File: src/rtl/ic_vec_pkg.sv
package ic_vec_pkg;

    localparam int NUM_SRC   = 6;
    localparam int SRC_IDX_W = $clog2(NUM_SRC);
    localparam int REG_W     = 8;
    localparam int RSVD_BIT  = 6;
    localparam int MASTER_BIT = 7;
    localparam int VEC_STRIDE = 8;
    localparam int VEC_OFFSET = 3;

    typedef enum logic [SRC_IDX_W-1:0] {
        SRC_EXT0 = 3'd0,
        SRC_TMR0 = 3'd1,
        SRC_EXT1 = 3'd2,
        SRC_TMR1 = 3'd3,
        SRC_SER  = 3'd4,
        SRC_TMR2 = 3'd5
    } src_e;

    typedef struct packed {
        logic ext0;
        logic tmr0;
        logic ext1;
        logic tmr1;
        logic ser_rx;
        logic ser_tx;
        logic t2_ovf;
        logic t2_ext;
    } raw_flags_t;

    typedef struct packed {
        logic master;
        logic rsvd;
        logic tmr2;
        logic ser;
        logic tmr1;
        logic ext1;
        logic tmr0;
        logic ext0;
    } en_reg_t;

    typedef struct packed {
        logic valid;
        src_e src;
    } pick_t;

    function automatic logic [NUM_SRC-1:0] merge_flags(raw_flags_t f);
        logic [NUM_SRC-1:0] m;
        m[SRC_EXT0] = f.ext0;
        m[SRC_TMR0] = f.tmr0;
        m[SRC_EXT1] = f.ext1;
        m[SRC_TMR1] = f.tmr1;
        m[SRC_SER]  = f.ser_rx | f.ser_tx;
        m[SRC_TMR2] = f.t2_ovf | f.t2_ext;
        return m;
    endfunction

    function automatic logic [15:0] vector_of(src_e s);
        return 16'(int'(s) * VEC_STRIDE + VEC_OFFSET);
    endfunction

    function automatic logic [REG_W-1:0] clean_write(logic [REG_W-1:0] d);
        logic [REG_W-1:0] r;
        r = d;
        r[RSVD_BIT] = 1'b0;
        return r;
    endfunction

endpackage

File: src/rtl/ic_req_gate.sv
module ic_req_gate
    import ic_vec_pkg::*;
(
    input  raw_flags_t         flags,
    input  en_reg_t            en,
    output logic [NUM_SRC-1:0] pend
);
    logic [NUM_SRC-1:0] merged;
    logic [REG_W-1:0]   en_bits;

    assign merged  = merge_flags(flags);
    assign en_bits = en;

    for (genvar i = 0; i < NUM_SRC; i++) begin : g_gate
        assign pend[i] = merged[i] & en_bits[i] & en.master;
    end

    logic unused_rsvd;
    assign unused_rsvd = en.rsvd;
endmodule

File: src/rtl/ic_prio_pick.sv
module ic_prio_pick
    import ic_vec_pkg::*;
(
    input  logic [NUM_SRC-1:0] pend,
    output pick_t              pick
);
    always_comb begin
        pick.valid = 1'b0;
        pick.src   = SRC_EXT0;
        for (int i = NUM_SRC - 1; i >= 0; i--) begin
            if (pend[i]) begin
                pick.valid = 1'b1;
                pick.src   = src_e'(i[SRC_IDX_W-1:0]);
            end
        end
    end
endmodule

File: src/rtl/ic_vec_hold.sv
module ic_vec_hold
    import ic_vec_pkg::*;
(
    input  logic        clk,
    input  logic        rst,
    input  pick_t       pick,
    input  logic        ack,
    output logic        req,
    output logic [15:0] vector
);
    logic        req_q;
    logic [15:0] vec_q;

    always_ff @(posedge clk) begin
        if (rst) begin
            req_q <= 1'b0;
            vec_q <= '0;
        end else if (req_q) begin
            if (ack) req_q <= 1'b0;
        end else if (pick.valid) begin
            req_q <= 1'b1;
            vec_q <= vector_of(pick.src);
        end
    end

    assign req    = req_q;
    assign vector = vec_q;
endmodule

File: src/rtl/ic_vector_ctrl.sv
module ic_vector_ctrl
    import ic_vec_pkg::*;
#(
    parameter logic [15:0] ISP_ENTRY = 16'hF000
) (
    input  logic        clk,
    input  logic        rst,
    input  logic        reg_wr_en,
    input  logic [7:0]  reg_wr_data,
    output logic [7:0]  reg_rd_data,
    input  logic        ext0_flag,
    input  logic        tmr0_flag,
    input  logic        ext1_flag,
    input  logic        tmr1_flag,
    input  logic        ser_rx_flag,
    input  logic        ser_tx_flag,
    input  logic        tmr2_ovf_flag,
    input  logic        tmr2_ext_flag,
    input  logic        irq_ack,
    input  logic [7:0]  boot_byte,
    output logic        irq_req,
    output logic [15:0] irq_vector,
    output logic [15:0] reset_vector
);
    localparam logic [7:0] ERASED = 8'hFF;

    en_reg_t            en_q;
    raw_flags_t         flags;
    logic [NUM_SRC-1:0] pend;
    pick_t              pick;

    always_ff @(posedge clk) begin
        if (rst)            en_q <= '0;
        else if (reg_wr_en) en_q <= en_reg_t'(clean_write(reg_wr_data));
    end

    assign reg_rd_data = en_q;

    assign flags = '{ext0: ext0_flag, tmr0: tmr0_flag, ext1: ext1_flag,
                     tmr1: tmr1_flag, ser_rx: ser_rx_flag, ser_tx: ser_tx_flag,
                     t2_ovf: tmr2_ovf_flag, t2_ext: tmr2_ext_flag};

    ic_req_gate u_gate (.flags(flags), .en(en_q), .pend(pend));
    ic_prio_pick u_pick (.pend(pend), .pick(pick));
    ic_vec_hold u_hold (
        .clk(clk), .rst(rst), .pick(pick), .ack(irq_ack),
        .req(irq_req), .vector(irq_vector)
    );

    assign reset_vector = (boot_byte == ERASED) ? ISP_ENTRY : 16'h0000;
endmodule

File: config.mk
export PLATFORM = sky130hd
export DESIGN_NAME = ic_vector_ctrl
export DESIGN_NICKNAME = d
export VERILOG_FILES = /design/src/rtl/ic_vec_pkg.sv /design/src/rtl/ic_req_gate.sv /design/src/rtl/ic_prio_pick.sv /design/src/rtl/ic_vec_hold.sv /design/src/rtl/ic_vector_ctrl.sv
export SDC_FILE = /design/constraint.sdc
export NUM_CORES = 1
export LEC_CHECK = 0
export ABC_AREA = 1
export BUFFER_PORTS_ARGS = -buffer_cell sky130_fd_sc_hd__buf_2
export CAP_MARGIN = 20
export CORE_ASPECT_RATIO = 0.75
export CORE_MARGIN = 2
export CORE_UTILIZATION = 34
export CTS_CLUSTER_SIZE = 28
export DETAILED_ROUTE_END_ITERATION = 10
export PLACE_DENSITY = 0.75
export SKIP_CTS_REPAIR_TIMING = 1
export SLEW_MARGIN = 10
export SYNTH_ARGS = -nofsm -noshare
export SYNTH_HDL_FRONTEND = slang
export SYNTH_HIERARCHICAL = 1
export SYNTH_SLANG_ARGS = --single-unit
File: constraint.sdc
create_clock -name clk -period 1.3 [get_ports clk]
set_clock_uncertainty 0.15 [all_clocks]
set_input_delay 0.26 -clock clk [delete_from_list [all_inputs] [get_ports clk]]
set_output_delay 0.26 -clock clk [all_outputs]
set_load 0.02 [all_outputs]
Yosys cells after proc, flatten, opt, wreduce, memory -nomap -nowiden
Index checks and enable logic that the tools add are counted.
{"block": "word_totals", "latchBits": 0, "inputBits": 28, "n_memories": 0, "regBits": 24, "mem_bits_rw": 0, "rom_bits": 0}
{"block": "classes", "muxes": 10, "n_bitwise": 15, "shifts": 0, "n_lt_le_gt_ge": 0, "n_div": 0, "n_addsub": 1, "eq_ne": 1, "n_reduce_logical": 1, "n_mul": 0}
{"operator": "$mux 4", "count": 6}
{"operator": "$mux 16", "count": 1}
{"operator": "$and 1x1->1", "count": 12}
{"operator": "$eq 8x8->1 const B", "count": 1}
{"operator": "$add 6x2->7 const B", "count": 1}
{"operator": "$mux 1", "count": 3}
{"operator": "$or 1x1->1", "count": 2}
{"operator": "$reduce_and 2->1", "count": 1}
{"operator": "$not 1->1", "count": 1}

Longest topological paths before layout
{"block": "logic_depth", "word_depth": 11, "depth_mapped": 11, "mapped_depth_nobuf": 11}

By module
The synthesis kept the hierarchy.
{"module": "ic_vector_ctrl", "cells_each": 58, "instances": 1, "area_each_um2": 400.4}
{"module": "ic_vec_hold", "cells_each": 43, "instances": 1, "area_each_um2": 295.3}
{"module": "ic_prio_pick", "cells_each": 15, "instances": 1, "area_each_um2": 71.3}
{"module": "ic_req_gate", "cells_each": 15, "instances": 1, "area_each_um2": 56.3}

Worst setup path before layout
Ideal clock, no wire load.
{"block": "synth_path", "path_type": "register to register", "from": "register en_q (netlist bit reg_rd_data[7])", "to": "register u_hold.vec_q[3] (netlist: u_hold/vector[3])", "stages_incl_launch_ff": 9, "path_slack_ps": -208, "arrival_time_ps": 1294, "path_buffers": 0, "required_ps": 1086, "cell_sequence": "dfxtp_1 > inv_2 > nor2_1 > nor2_2 > nand3_1 > inv_2 > nor2_2 > nor2_1 > nor2_1"}
{"item": "from (decl)", "line": "ic_vector_ctrl.sv:27", "rtl": "en_reg_t en_q;"}
{"item": "from (signal assigned)", "line": "ic_vector_ctrl.sv:34", "rtl": "else if (reg_wr_en) en_q <= en_reg_t'(clean_write(reg_wr_data));"}
{"item": "to (signal assigned)", "line": "ic_vec_hold.sv:22", "rtl": "vec_q <= vector_of(pick.src);"}
{"item": "to (decl)", "line": "ic_vec_hold.sv:12", "rtl": "logic [15:0] vec_q;"}

==> summary.txt <==
Logic synthesis
  – Register area share after synthesis: 29.2%
  – Syn Inst Count: 131
  – Syn_area_per_cell: 6.28 sq um
  – Post-Syn Area: 823 sq um
  – Synth Register Bits: 12
  – Warnings from Yosys: 6
  – Synth cell types: 13

Timing
  – Tcrit/Tclk final: 99.5%
  – Max Clock Freq: 0.773 GHz
  – Final hold violation count: 0
  – RSZ-0062 raised after global routing: yes
  – Slew Viols, Final: 0
  – Crit path time final: 1290 ps
  – Setup violations, final: 0
  – Hold Slack: 22.6 ps
  – Setup_tns: 0 ps

Critical path
  – Crit Path Class: flip-flop to flip-flop
  – Crit end category: flip-flop
  – Critical path arrival: 1320 ps
  – R2R Setup Slk: 7 ps
  – Crit-path max FO: 5
  – Crit-path cells: inv_6, nor2_4, nor2_4, nand3_4, inv_2, nor2_4, nor2_1, nor2_1
  – Reg2reg path depth: 8
  – RR Startpoint: reg_rd_data[7]
  – Worst r2r dst: u_hold/vector[5]
  – Max stage delay on crit path: 380 ps
  – CP required: 1320 ps
  – Slowest cell on the critical path: dfxtp_4
  – Setup crit start kind: flip-flop
  – CP dominant cell by count: nor2_4

Drt
  – DRC Markers: 0
  – Vias/cell: 3.75
  – DR vias: 779
  – Detailed Routing Iterations Pass 1: 4
  – Detail Route Antenna Nets: 0
  – DR WL/cell: 7.46 um
  – Starting DRT DRC Count: 11
  – Routed Wire Length: 1.55 mm

Global route
  – Largest net degree at the start of global routing: 9
  – Number of global-route vias before repair: 573
  – Initial antenna violation count: 0
  – Global route overflow: 0
  – Global-route usage over all layers: 10.8%
  – Global-route wire length before repair: 2.21 mm

Flow run
  – Max Cap Viol: 0

Worst hold path
  – Hold Startpoint: rst
  – Hold Path End: u_hold/req
  – Hold Crit Class: input pin to flip-flop
  – Hold path cells: 2

Layout
  – Area Overhead vs Synth: 34.8%
  – NumNets Final: 203
  – Layout cells sized above 1: 44.3%
  – Number of diodes: 0

Floorplanning
  – Full die area: 2840 sq um
  – Die Y: 46.6 um
  – Core area: 2290 sq um
  – DIE WIDTH: 60.8 um
  – Initial core utilization: 36.0%
  – Rows: 15
  – Io pins: 69

Clocking
  – Worst-Skew Late Latency: 270 ps
  – CTS H-Tree Depth: 1
  – Num CTS Buffers: 3
  – Clk buf depth: 2
  – Num Clock Sinks: 12
  – Clock Root Buffer: clkbuf_4
  – Clock slew at reported path FFs: 80 ps
  – CTS tree: yes

Pwr
  – Power Density: 923 nW/um^2
  – Lkg Pwr: 0.619 nW
  – Max VDD drop: 0.000567 V

Placement
  – I/O Buffers: 43
  – Post-DP HPWL: 1.26 mm
  – Gpl congestion: 0.745

Status
  – Status: completed
cell families (layout without fill, tap and decap cells):
logic type	count (synthesis)	count (layout)	synth area share, %
AO/OA/AOI/OAI	9	9	5.93
AND/OR/NAND/NOR	62	62	30.2
flip-flops	12	12	29.2
other	2	24	0.912
buffers and inverters	46	67	33.7
through the flow:
step | power, mW | cells | worst slack, ps | area (sq um) | util (%)
after floorplan | 0.680 | 153 | 23.8 | 930 | -
after global placement | 0.710 | 204 | -70.2 | 992 | 43.3
after detailed placement | 0.711 | 204 | -81.8 | 992 | 43.3
after CTS | 1.01 | 208 | -46.1 | 1030 | 44.9
after global routing | 1.09 | 208 | -90.1 | 1110 | 48.5
final | 1.02 | 208 | 6.92 | 1110 | 48.5
final cells by class:
cell class	count	area, sq um
multi-input cells	95	475
clock buffers	4	36.3
inverters	18	72.6
flip-flops and latches	12	253
fillers	244	1180
repair buffers	45	230
well taps	34	42.5
sequential cells by signal (all words and copies together), names as in the netlist:
| register | count |
|---|---|
| reg_rd_data | 7 |
| u_hold/req | 1 |
| u_hold/vector | 4 |
where the power goes:
group	switching [mW]	internal, mW	leakage [nW]
logic	0.204	0.0982	0.496
clock network	0.127	0.170	0.0210
registers	0.0236	0.401	0.102
total	0.354	0.670	0.619
worst max-delay path by stage:
stage,startpoint,end,slack (ps)
6_report,reg_rd_data[7],u_hold/vector[5],7
5_1_grt,reg_rd_data[7],u_hold/vector[5],-90
4_1_cts,reg_rd_data[7],u_hold/vector[5],-50
3_5_place_dp,ser_tx_flag,u_hold/vector[5],-80
3_3_place_gp,ser_tx_flag,u_hold/vector[3],-70
2_1_floorplan,reg_rd_data[7],u_hold/vector[3],20
layout by cell type (no fill, tap or decap), types with 3 or more instances in the layout:
| cell | instances |
|---|---|
| nor2_1 | 24 |
| nand2_1 | 19 |
| nor2_2 | 3 |
| dfxtp_2 | 7 |
| buf_2 | 43 |
| inv_1 | 15 |
| nand3_1 | 3 |
| o21ai_0 | 7 |
| dfxtp_1 | 4 |
| conb_1 | 24 |
| clkbuf_4 | 3 |
| nor2_4 | 9 |
layer usage:
layer  up-vias  wire length (um)  GRT usage [%]
met2        40               668           16.3
met3         0               213           6.18
met5         -                 0              0
li1        424                 -              -
met1       315               669           13.4
met4         0                 0           2.61
critical path: cells and delay by family (launching register included):
kind | cells | cell delay (ps)
buf+inv | 2 | 180
simple gates | 6 | 490
flops | 1 | 380
cell usage after synthesis (all sizes together):
cell type / instances / area (sq um)
nand2: 21 / 78.8
conb: 2 / 7.51
a21oi: 2 / 13.8
buf: 28 / 210
dfxtp: 12 / 240
nand3: 4 / 20.0
inv: 18 / 67.6
nor2: 36 / 145
nor3: 1 / 5.00
o21ai: 7 / 35.0
No activity file was read; power rests on OpenSTA's default activity.
